<file path="src/rtl/alu_pkg.sv">
package alu_pkg;

    localparam int DW = 8;
    localparam int NW = DW / 2;
    localparam int IW = $clog2(DW);

    typedef enum logic [4:0] {
        OP_NOP   = 5'd0,
        OP_ADD   = 5'd1,
        OP_ADC   = 5'd2,
        OP_SUB   = 5'd3,
        OP_SBC   = 5'd4,
        OP_CMP   = 5'd5,
        OP_AND   = 5'd6,
        OP_OR    = 5'd7,
        OP_XOR   = 5'd8,
        OP_INC   = 5'd9,
        OP_DEC   = 5'd10,
        OP_CPL   = 5'd11,
        OP_SCF   = 5'd12,
        OP_CCF   = 5'd13,
        OP_RLTC  = 5'd14,
        OP_RL    = 5'd15,
        OP_RRTC  = 5'd16,
        OP_RR    = 5'd17,
        OP_SHL   = 5'd18,
        OP_SHRA  = 5'd19,
        OP_SHRL  = 5'd20,
        OP_SWAP  = 5'd21,
        OP_BTST  = 5'd22,
        OP_BSET  = 5'd23,
        OP_BCLR  = 5'd24,
        OP_DADJ  = 5'd25
    } alu_op_e;

    typedef enum logic [1:0] {
        CLS_NONE  = 2'd0,
        CLS_ARITH = 2'd1,
        CLS_LOGIC = 2'd2,
        CLS_SHIFT = 2'd3
    } alu_cls_e;

    typedef struct packed {
        logic z;
        logic n;
        logic h;
        logic c;
    } flags_t;

    typedef struct packed {
        logic [DW-1:0] val;
        logic          wr;
        flags_t        f;
    } alu_res_t;

    function automatic flags_t flags_from_byte(logic [DW-1:0] fb);
        flags_t f;
        f.z = fb[7];
        f.n = fb[6];
        f.h = fb[5];
        f.c = fb[4];
        return f;
    endfunction

    function automatic logic [DW-1:0] flags_to_byte(flags_t f);
        return {f.z, f.n, f.h, f.c, {(DW-4){1'b0}}};
    endfunction

    function automatic alu_cls_e op_class(alu_op_e op);
        case (op)
            OP_ADD, OP_ADC, OP_SUB, OP_SBC, OP_CMP,
            OP_INC, OP_DEC, OP_DADJ:            return CLS_ARITH;
            OP_AND, OP_OR, OP_XOR,
            OP_CPL, OP_SCF, OP_CCF:             return CLS_LOGIC;
            OP_RLTC, OP_RL, OP_RRTC, OP_RR,
            OP_SHL, OP_SHRA, OP_SHRL, OP_SWAP,
            OP_BTST, OP_BSET, OP_BCLR:          return CLS_SHIFT;
            default:                            return CLS_NONE;
        endcase
    endfunction

endpackage

</file>
<file path="src/rtl/alu_arith.sv">
module alu_arith
    import alu_pkg::*;
(
    input  alu_op_e        op,
    input  logic [DW-1:0]  a,
    input  logic [DW-1:0]  b,
    input  flags_t         fin,
    output alu_res_t       res
);

    localparam logic [DW-1:0] ADJ_LO = DW'(6);
    localparam logic [DW-1:0] ADJ_HI = DW'(8'h60);
    localparam logic [DW-1:0] DEC_MAX = DW'(8'h99);

    logic          cin;
    logic [DW:0]   wide;
    logic [NW:0]   half;
    logic [DW-1:0] adj;
    logic          adj_c;

    assign cin = ((op == OP_ADC) || (op == OP_SBC)) ? fin.c : 1'b0;

    always_comb begin
        wide = '0;
        half = '0;
        case (op)
            OP_ADD, OP_ADC: begin
                wide = {1'b0, a} + {1'b0, b} + (DW+1)'(cin);
                half = {1'b0, a[NW-1:0]} + {1'b0, b[NW-1:0]} + (NW+1)'(cin);
            end
            OP_SUB, OP_SBC, OP_CMP: begin
                wide = {1'b0, a} - {1'b0, b} - (DW+1)'(cin);
                half = {1'b0, a[NW-1:0]} - {1'b0, b[NW-1:0]} - (NW+1)'(cin);
            end
            OP_INC: begin
                wide = {1'b0, b} + (DW+1)'(1);
                half = {1'b0, b[NW-1:0]} + (NW+1)'(1);
            end
            OP_DEC: begin
                wide = {1'b0, b} - (DW+1)'(1);
                half = {1'b0, b[NW-1:0]} - (NW+1)'(1);
            end
            default: ;
        endcase
    end

    always_comb begin
        adj   = a;
        adj_c = fin.c;
        if (!fin.n) begin
            if (fin.c || (a > DEC_MAX)) begin
                adj   = adj + ADJ_HI;
                adj_c = 1'b1;
            end
            if (fin.h || (a[NW-1:0] > NW'(9))) begin
                adj = adj + ADJ_LO;
            end
        end else begin
            if (fin.c) adj = adj - ADJ_HI;
            if (fin.h) adj = adj - ADJ_LO;
        end
    end

    always_comb begin
        res.val = a;
        res.wr  = 1'b0;
        res.f   = fin;
        case (op)
            OP_ADD, OP_ADC, OP_SUB, OP_SBC, OP_CMP: begin
                res.val = wide[DW-1:0];
                res.wr  = (op != OP_CMP);
                res.f.z = (wide[DW-1:0] == '0);
                res.f.n = (op == OP_SUB) || (op == OP_SBC) || (op == OP_CMP);
                res.f.h = half[NW];
                res.f.c = wide[DW];
            end
            OP_INC, OP_DEC: begin
                res.val = wide[DW-1:0];
                res.wr  = 1'b1;
                res.f.z = (wide[DW-1:0] == '0);
                res.f.n = (op == OP_DEC);
                res.f.h = half[NW];
            end
            OP_DADJ: begin
                res.val = adj;
                res.wr  = 1'b1;
                res.f.z = (adj == '0);
                res.f.h = 1'b0;
                res.f.c = adj_c;
            end
            default: ;
        endcase
    end

endmodule

</file>
<file path="src/rtl/alu_logic.sv">
module alu_logic
    import alu_pkg::*;
(
    input  alu_op_e        op,
    input  logic [DW-1:0]  a,
    input  logic [DW-1:0]  b,
    input  flags_t         fin,
    output alu_res_t       res
);

    logic [DW-1:0] bw;

    always_comb begin
        case (op)
            OP_AND:  bw = a & b;
            OP_OR:   bw = a | b;
            OP_XOR:  bw = a ^ b;
            default: bw = ~a;
        endcase
    end

    always_comb begin
        res.val = a;
        res.wr  = 1'b0;
        res.f   = fin;
        case (op)
            OP_AND, OP_OR, OP_XOR: begin
                res.val = bw;
                res.wr  = 1'b1;
                res.f   = '{z: (bw == '0), n: 1'b0, h: (op == OP_AND), c: 1'b0};
            end
            OP_CPL: begin
                res.val = bw;
                res.wr  = 1'b1;
                res.f.n = 1'b1;
                res.f.h = 1'b1;
            end
            OP_SCF, OP_CCF: begin
                res.f.n = 1'b0;
                res.f.h = 1'b0;
                res.f.c = (op == OP_SCF) ? 1'b1 : ~fin.c;
            end
            default: ;
        endcase
    end

endmodule

</file>
<file path="src/rtl/alu_shifter.sv">
module alu_shifter
    import alu_pkg::*;
(
    input  alu_op_e        op,
    input  logic [DW-1:0]  b,
    input  logic [IW-1:0]  sel,
    input  flags_t         fin,
    output alu_res_t       res
);

    logic [DW-1:0] mask;
    logic [DW-1:0] sv;
    logic          sc;

    genvar gi;
    generate
        for (gi = 0; gi < DW; gi++) begin : g_mask
            assign mask[gi] = (sel == IW'(gi));
        end
    endgenerate

    always_comb begin
        sv = b;
        sc = 1'b0;
        case (op)
            OP_RLTC: begin sv = {b[DW-2:0], fin.c};       sc = b[DW-1]; end
            OP_RL:   begin sv = {b[DW-2:0], b[DW-1]};     sc = b[DW-1]; end
            OP_RRTC: begin sv = {fin.c, b[DW-1:1]};       sc = b[0];    end
            OP_RR:   begin sv = {b[0], b[DW-1:1]};        sc = b[0];    end
            OP_SHL:  begin sv = {b[DW-2:0], 1'b0};        sc = b[DW-1]; end
            OP_SHRA: begin sv = {b[DW-1], b[DW-1:1]};     sc = b[0];    end
            OP_SHRL: begin sv = {1'b0, b[DW-1:1]};        sc = b[0];    end
            OP_SWAP: begin sv = {b[NW-1:0], b[DW-1:NW]};  sc = 1'b0;    end
            default: ;
        endcase
    end

    always_comb begin
        res.val = b;
        res.wr  = 1'b0;
        res.f   = fin;
        case (op)
            OP_BTST: begin
                res.f.z = ((b & mask) == '0);
                res.f.n = 1'b0;
                res.f.h = 1'b1;
            end
            OP_BSET: begin
                res.val = b | mask;
                res.wr  = 1'b1;
            end
            OP_BCLR: begin
                res.val = b & ~mask;
                res.wr  = 1'b1;
            end
            default: begin
                res.val = sv;
                res.wr  = 1'b1;
                res.f   = '{z: (sv == '0), n: 1'b0, h: 1'b0, c: sc};
            end
        endcase
    end

endmodule

</file>
<file path="src/rtl/acc_alu.sv">
module acc_alu
    import alu_pkg::*;
(
    input  logic          clk,
    input  logic          rst,
    input  logic [4:0]    op_i,
    input  logic [7:0]    a_i,
    input  logic [7:0]    b_i,
    input  logic [2:0]    sel_i,
    input  logic [7:0]    flags_i,
    output logic [7:0]    result_o,
    output logic          wr_o,
    output logic [7:0]    flags_o
);

    alu_op_e  op;
    alu_cls_e cls;
    flags_t   fin;
    alu_res_t r_arith, r_logic, r_shift, r_sel;
    logic [DW-1:0] flag_q;

    assign op  = alu_op_e'(op_i);
    assign cls = op_class(op);
    assign fin = flags_from_byte(flags_i);

    alu_arith u_arith (
        .op  (op),
        .a   (a_i),
        .b   (b_i),
        .fin (fin),
        .res (r_arith)
    );

    alu_logic u_logic (
        .op  (op),
        .a   (a_i),
        .b   (b_i),
        .fin (fin),
        .res (r_logic)
    );

    alu_shifter u_shift (
        .op  (op),
        .b   (b_i),
        .sel (sel_i),
        .fin (fin),
        .res (r_shift)
    );

    always_comb begin
        case (cls)
            CLS_ARITH: r_sel = r_arith;
            CLS_LOGIC: r_sel = r_logic;
            CLS_SHIFT: r_sel = r_shift;
            default:   r_sel = '{val: a_i, wr: 1'b0, f: fin};
        endcase
    end

    always_ff @(posedge clk) begin
        if (rst) flag_q <= '0;
        else     flag_q <= flags_to_byte(r_sel.f);
    end

    assign result_o = r_sel.val;
    assign wr_o     = r_sel.wr;
    assign flags_o  = flag_q;

endmodule

</file>
<file path="config.mk">
export PLATFORM = sky130hd
export DESIGN_NAME = acc_alu
export DESIGN_NICKNAME = d
export VERILOG_FILES = /design/src/rtl/alu_pkg.sv /design/src/rtl/alu_arith.sv /design/src/rtl/alu_logic.sv /design/src/rtl/alu_shifter.sv /design/src/rtl/acc_alu.sv
export SDC_FILE = /design/constraint.sdc
export NUM_CORES = 1
export LEC_CHECK = 0
export CAP_MARGIN = 20
export CORE_ASPECT_RATIO = 1.25
export CORE_MARGIN = 2
export CORE_UTILIZATION = 67
export CTS_CLUSTER_DIAMETER = 40
export DETAILED_ROUTE_END_ITERATION = 10
export DONT_BUFFER_PORTS = 1
export PLACE_DENSITY = 0.86
export SLEW_MARGIN = 20
export SYNTH_ARGS = -nofsm -noshare
export SYNTH_HDL_FRONTEND = slang
export SYNTH_SLANG_ARGS = --single-unit
</file>
<file path="constraint.sdc">
create_clock -name clk -period 4.01 [get_ports clk]
set_input_delay 0.401 -clock clk [delete_from_list [all_inputs] [get_ports clk]]
set_output_delay 0.401 -clock clk [all_outputs]
set_load 0.1 [all_outputs]
</file>
* Word-level counts from Yosys, hierarchy flattened
Memories as Yosys holds them, arrays and structs flattened.
Index checks and enable logic that the tools add are counted.
** Word-level totals
- Register bits :: 8
- Bits in latches :: 0
- RAM bits :: 0
- Memory bits (read-only) :: 64
- Output and inout port bits :: 17
- Word-level logic and storage cells :: 117
- Memories kept :: 1
** Operators by class
- Add/subtract/negate cells :: 16
- Multiply operators :: 0
- Divide/modulo/power cells :: 0
- Magnitude comparators :: 2
- Equal/unequal tests :: 36
- Shift operators :: 0
- Multiplexer cells :: 28
- Bitwise gates (word level) :: 9
- Reductions and logical operators :: 23
** Memories
- (no name shown) :: words 32, bits a word 2, rd ports 1, clocked after memory_dff 0, write ports 0, line alu_pkg.sv:70 : case (op)
** Operators by type and width (number)
- one-hot mux 8 bit (8 select lines) :: 1
- two-way mux 8 bit :: 7
- equality test 5 bit, second input constant :: 10
- equality test 5 x 4 -> 1 bit, second input constant :: 8
- logical NOT 8 bit :: 5
- one-hot mux 13 bit (3 select lines) :: 1
- one-hot mux 9 bit (4 select lines) :: 1
- one-hot mux 10 bit (3 select lines) :: 1
- one-hot mux 9 bit (3 select lines) :: 1
- bitwise AND 8 bit :: 3
- one-hot mux 8 bit (3 select lines) :: 1
- equality test 5 x 3 -> 1 bit, second input constant :: 4
- one-hot mux 5 bit (4 select lines) :: 1
- NOT 8 bit :: 2
- OR 8 bit :: 2
- equality test 3 bit, second input constant :: 4
- OR reduction 3 bit :: 4
- equality test 5 x 2 -> 1 bit, second input constant :: 2
- one-hot mux 1 bit (2 select lines) :: 5
- adder 8 x 1 -> 9 bit, second input constant :: 1
- adder 8 x 8 -> 9 bit :: 1
- adder 9 x 1 -> 9 bit :: 1
- two-way mux 9 bit :: 1
- subtractor 8 x 1 -> 9 bit, second input constant :: 1
- other kinds (31) :: 46

* Depth between registers and ports, before layout
- Depth in word-level cells :: 10
- Mapped depth :: 18
- Depth with buffers taken out :: 16

* Hierarchy
From an unflattened synthesis, not the netlist that was laid out.
** Unflattened totals
- Cells, all modules :: 616
- Area total of the unflattened synthesis :: 4451.8 um2
** By module, submodules not included
- alu_arith :: instances 1, cells each 278, area an instance 2059.5 um2, seq. area each 0.0 um2
- alu_shifter :: instances 1, cells each 140, area an instance 855.8 um2, seq. area each 0.0 um2
- alu_logic :: instances 1, cells each 121, area an instance 823.3 um2, seq. area each 0.0 um2
- acc_alu :: instances 1, cells each 77, area an instance 713.2 um2, seq. area each 80.1 um2

* Least setup slack after synthesis
OpenSTA, ideal clock, no wires.
- Path kind :: input to output
- From :: input op_i[0]
- To :: output wr_o
- Arrival time :: 3.748 ns
- Required time :: 3.609 ns
- Path slack :: -0.139 ns
- Stages on the path :: 8
- Cells stage by stage :: inv_1 -> ha_1 -> buf_2 -> nor2_1 -> a2111o_1 -> o21ai_0 -> nand3_1 -> o21ai_0
** Between the ends
- Word-level cells in the longest chain between the ends :: 4
** RTL lines
- from (decl) :: line acc_alu.sv:6 : input logic [4:0] op_i,
- branches (longest 3 deep; another with memory (32 x 2 bit))
- one-hot mux 13 bit (3 select lines) * :: line acc_alu.sv:51 : case (cls)
- to (decl) :: line acc_alu.sv:12 : output logic wr_o,
Every way passes the cells marked *.

* Worst setup path after layout
- From :: input op_i[0]
- To :: output result_o[4]
** Between the ends
- Word-level cells in the longest chain between the ends :: 7
** RTL lines
- equality test 5 x 2 -> 1 bit or equality test 5 x 3 -> 1 bit (tied branches) :: line alu_arith.sv:21, alu_arith.sv:26, alu_arith.sv:68
- logical OR 1 bit :: line alu_arith.sv:21 : assign cin = ((op == OP_ADC) || (op == OP_SBC)) ? fin.c : 1'b0;
- two-way mux 1 bit :: line alu_arith.sv:21
- subtractor 9 x 1 -> 9 bit or adder 9 x 1 -> 9 bit (tied branches) :: line alu_arith.sv:32, alu_arith.sv:28
- one-hot mux 9 bit (4 select lines) :: line alu_arith.sv:26 : case (op)
- one-hot mux 10 bit (3 select lines) :: line alu_arith.sv:68 : case (op)
- one-hot mux 13 bit (3 select lines) * :: line acc_alu.sv:51
- to (decl) :: line acc_alu.sv:11 : output logic [7:0] result_o,
Every way passes the cells marked *; elsewhere a longest branch is shown, timed or not.

==> flow_summary_export.csv <==
group,metric,value,unit
status,status,"finished clean",
final_layout,n_antenna_cell,0,
drt,vias,4660,
yosys,ys_ff_latch,4,
yosys,yosysSeqAreaShare,2.04,%
drt,wirelength,14.5,mm
global_routing,grt.total_usage,44.2,%
yosys,synth_cell_types,83,
yosys,synth_area,0.00392,mm²
clock_tree,cts_hold_repair.buffers,0,
drt,antenna_left,0,
worst_setup_path,cp-endpoint,"result_o[4]",
drt,vias_per_cell,7.54,
final_layout,largest_reg_flops,4,
die,die_h,89.5,µm
placed_design,port_buffers,0,
final_layout,fin_util,72.7,%
worst_setup_path,arrival,3.53,ns
yosys,synth_top_family_by_area,"compound AO/OA/AOI/OAI gates",
die,die_area,0.00648,mm²
timing,clock.fmax,254,MHz
drt,wire_per_inst,23.5,µm
clock_tree,clock-root-buffer,"clkbuf_8",
die,num_rows,31,
final_layout,final_nets,638,
yosys,avgSynthCellArea,6.92,µm²
worst_setup_path,critPathCaptureType,"output port",
final_layout,synthToLayoutAreaGrowth,6.48,%
final_layout,nFillCells,469,
timing,period_needed,3.93,ns
clock_tree,clk_path_buf_depth,2,
clock_tree,clock-sinks,4,
final_layout,final_common_cell,"nor2_1",
global_routing,grt-ovfl-total,0,
global_routing,grt_max_degree,34,
worst_setup_path,crit_fanout,3,
worst_setup_path,worstPathRequired,3.61,ns
placed_design,hpwl,11.2,mm
global_routing,antenna_found_initial,0,
timing,max-slew-margin-rel,34.6,%
clock_tree,path_clk_slew,0.03,ns
power,powerDensity,210,mW/mm²
yosys,synth_adder_area_share,16.9,%
drt,drc,0,
worst_setup_path,critPathLaunchType,"input port",
worst_setup_path,path_class,"input port to output port",
yosys,yosys.area_share.simple,24.7,%
final_layout,most-common-layout-cells,"51 x nor2_1, 43 x nand2_1, 42 x ha_1",
yosys,synth_compound_area_share,36.2,%
global_routing,grt_pass1_wl,22.2,mm
yosys,ys_warn_count,0,
power,max-vdd-ir-drop,140,µV
timing,final_max_slew_viol_count,0,
clock_tree,cts_tree,"done",
yosys,async_flop_share,0,%
yosys,ys.flop_type,"dfxtp_1",
die,coreArea,0.00574,mm²
worst_hold_path,hp-class,"input port to flop",
drt,dr.first_iter.drc_count,593,
die,start_util,68.3,%
placed_design,gp_congestion,1.06,
final_layout,design_area,0.00418,mm²
global_routing,first_global_vias,4270,
yosys,synth_edf_count,0,
timing,setup_violations,0,
timing,hold_violations,0,
yosys,synthXorXnorAreaFrac,6.03,%
timing,holdWs,0.285,ns
yosys,synth_mux_area_share,2.94,%
timing,fin_crit_sh,98.0,%
timing,finalSetupTns,0,ns
die,num_io_pins,51,
final_layout,drive_gt1_share,14.3,%
clock_tree,htreeDepth,1,
die,die_w,72.4,µm
worst_setup_path,cp-startpoint,"op_i[0]",
run,maxCapViolCount,0,
timing,tightestPinTransition,0.980,ns
drt,firstDrtPassIters,8,
clock_tree,cts_buffers,3,
yosys,synthCells,567,
power,power_leakage,1.71,nW
placed_design,placedInstanceArea,0.00405,mm²
==> cell families (layout without fill, tap and decap cells) <==
kind of cell    count (synthesis)  in the layout
simple gates                  188            188
fa+ha+maj                      50             50
buf+inv                        87             69
other cells                     1              4
xor+xnor                       27             27
mux                            10             10
compound gates                200            200
flops                           4              4
==> cell type report <==
class	count	area, µm²	share of cell area, %
clock buffer	3	41.3	0.989
inverter	32	120	2.88
multi-input combinational	479	3520	84.3
sequential	4	80.1	1.92
tap	66	82.6	1.98
timing repair buffer	34	330	7.91
==> what timing repair did <==
| item | 4_1_cts | 5_1_grt |
|---|---|---|
| endpoints found under the setup margin | 2 | 4 |
| pin swaps | 0 | 10 |
| endpoints found under the hold margin | 0 | 0 |
| resized for setup | 3 | 16 |
| buffers inserted | 0 | 3 |
==> worst min path at each step <==
| stage | from | end | slack, ns | depth (start not counted) |
|---|---|---|---|---|
| floorplan | rst | flags_o[5]$_SDFF_PP0_ | 0.47 | 1 |
| global route | rst | flags_o[6]$_SDFF_PP0_ | 0.28 | 1 |
| finish | rst | flags_o[5]$_SDFF_PP0_ | 0.28 | 1 |
| detailed placement | rst | flags_o[5]$_SDFF_PP0_ | 0.50 | 1 |
| CTS | rst | flags_o[5]$_SDFF_PP0_ | 0.28 | 1 |
| global placement | rst | flags_o[6]$_SDFF_PP0_ | 0.50 | 1 |
==> per-layer routing <==
metal / global-route usage (%) / wire length [µm]
met3: 10.1 / 1540
met4: 23.7 / 1000
met5: 0 / 0
met1: 52.1 / 5350
met2: 74.1 / 6620
==> stage by stage <==
stage	total power [mW]	cells	setup slack, ns
finish	0.878	618	0.0801
global route	0.924	618	-0.0414
CTS	0.850	615	0.0371
detailed placement	0.758	612	-0.0948
global placement	0.745	612	-0.000309
floorplan	0.623	570	0.196
==> power by group <==
group	leakage, nW	internal [mW]	switching [mW]
clock	0.0216	0.0640	0.0209
sequential	0.0332	0.0447	0.0352
combinational	1.65	0.264	0.450
==> critical path, stage by stage <==
cell and delay [ns]:
inv_1 0.07, ha_2 0.19, mux2_2 0.16, nand3_2 0.08, buf_4 0.14, fa_2 0.35, fa_2 0.35, o21a_1 0.22
buf_4 0.14, nor3_1 0.16, nor3_1 0.07, a311oi_1 0.41, nand2_1 0.14, o2111ai_1 0.18, o211ai_1 0.22, buf_16 0.22
==> cells in the mapped netlist (all sizes together) (4+ instances only) <==
master	count	share of area, %
nand2b	8	1.3
a21oi	36	4.7
a22oi	11	2.1
nand2	43	4.1
nor3b	7	1.5
dfxtp	4	2.0
fa	5	2.6
o31ai	6	1.1
a21o	6	1.1
o221ai	4	0.89
o22ai	5	0.80
o21a	8	1.5
nand3	14	1.8
inv	32	3.1
nor2b	8	1.3
a221o	4	1.0
o211ai	16	3.2
mux2i	7	1.8
buf	32	5.8
nor2	52	5.0
a222oi	6	1.5
ha	45	14
a221oi	14	3.1
clkbuf	23	2.2
o21ai	42	5.5
nor4	6	1.1
a31oi	5	0.80
xor2	10	2.2
a211oi	7	1.3
xnor2	17	3.8
nor3	21	2.7
No activity file was read; power rests on OpenSTA's default activity.
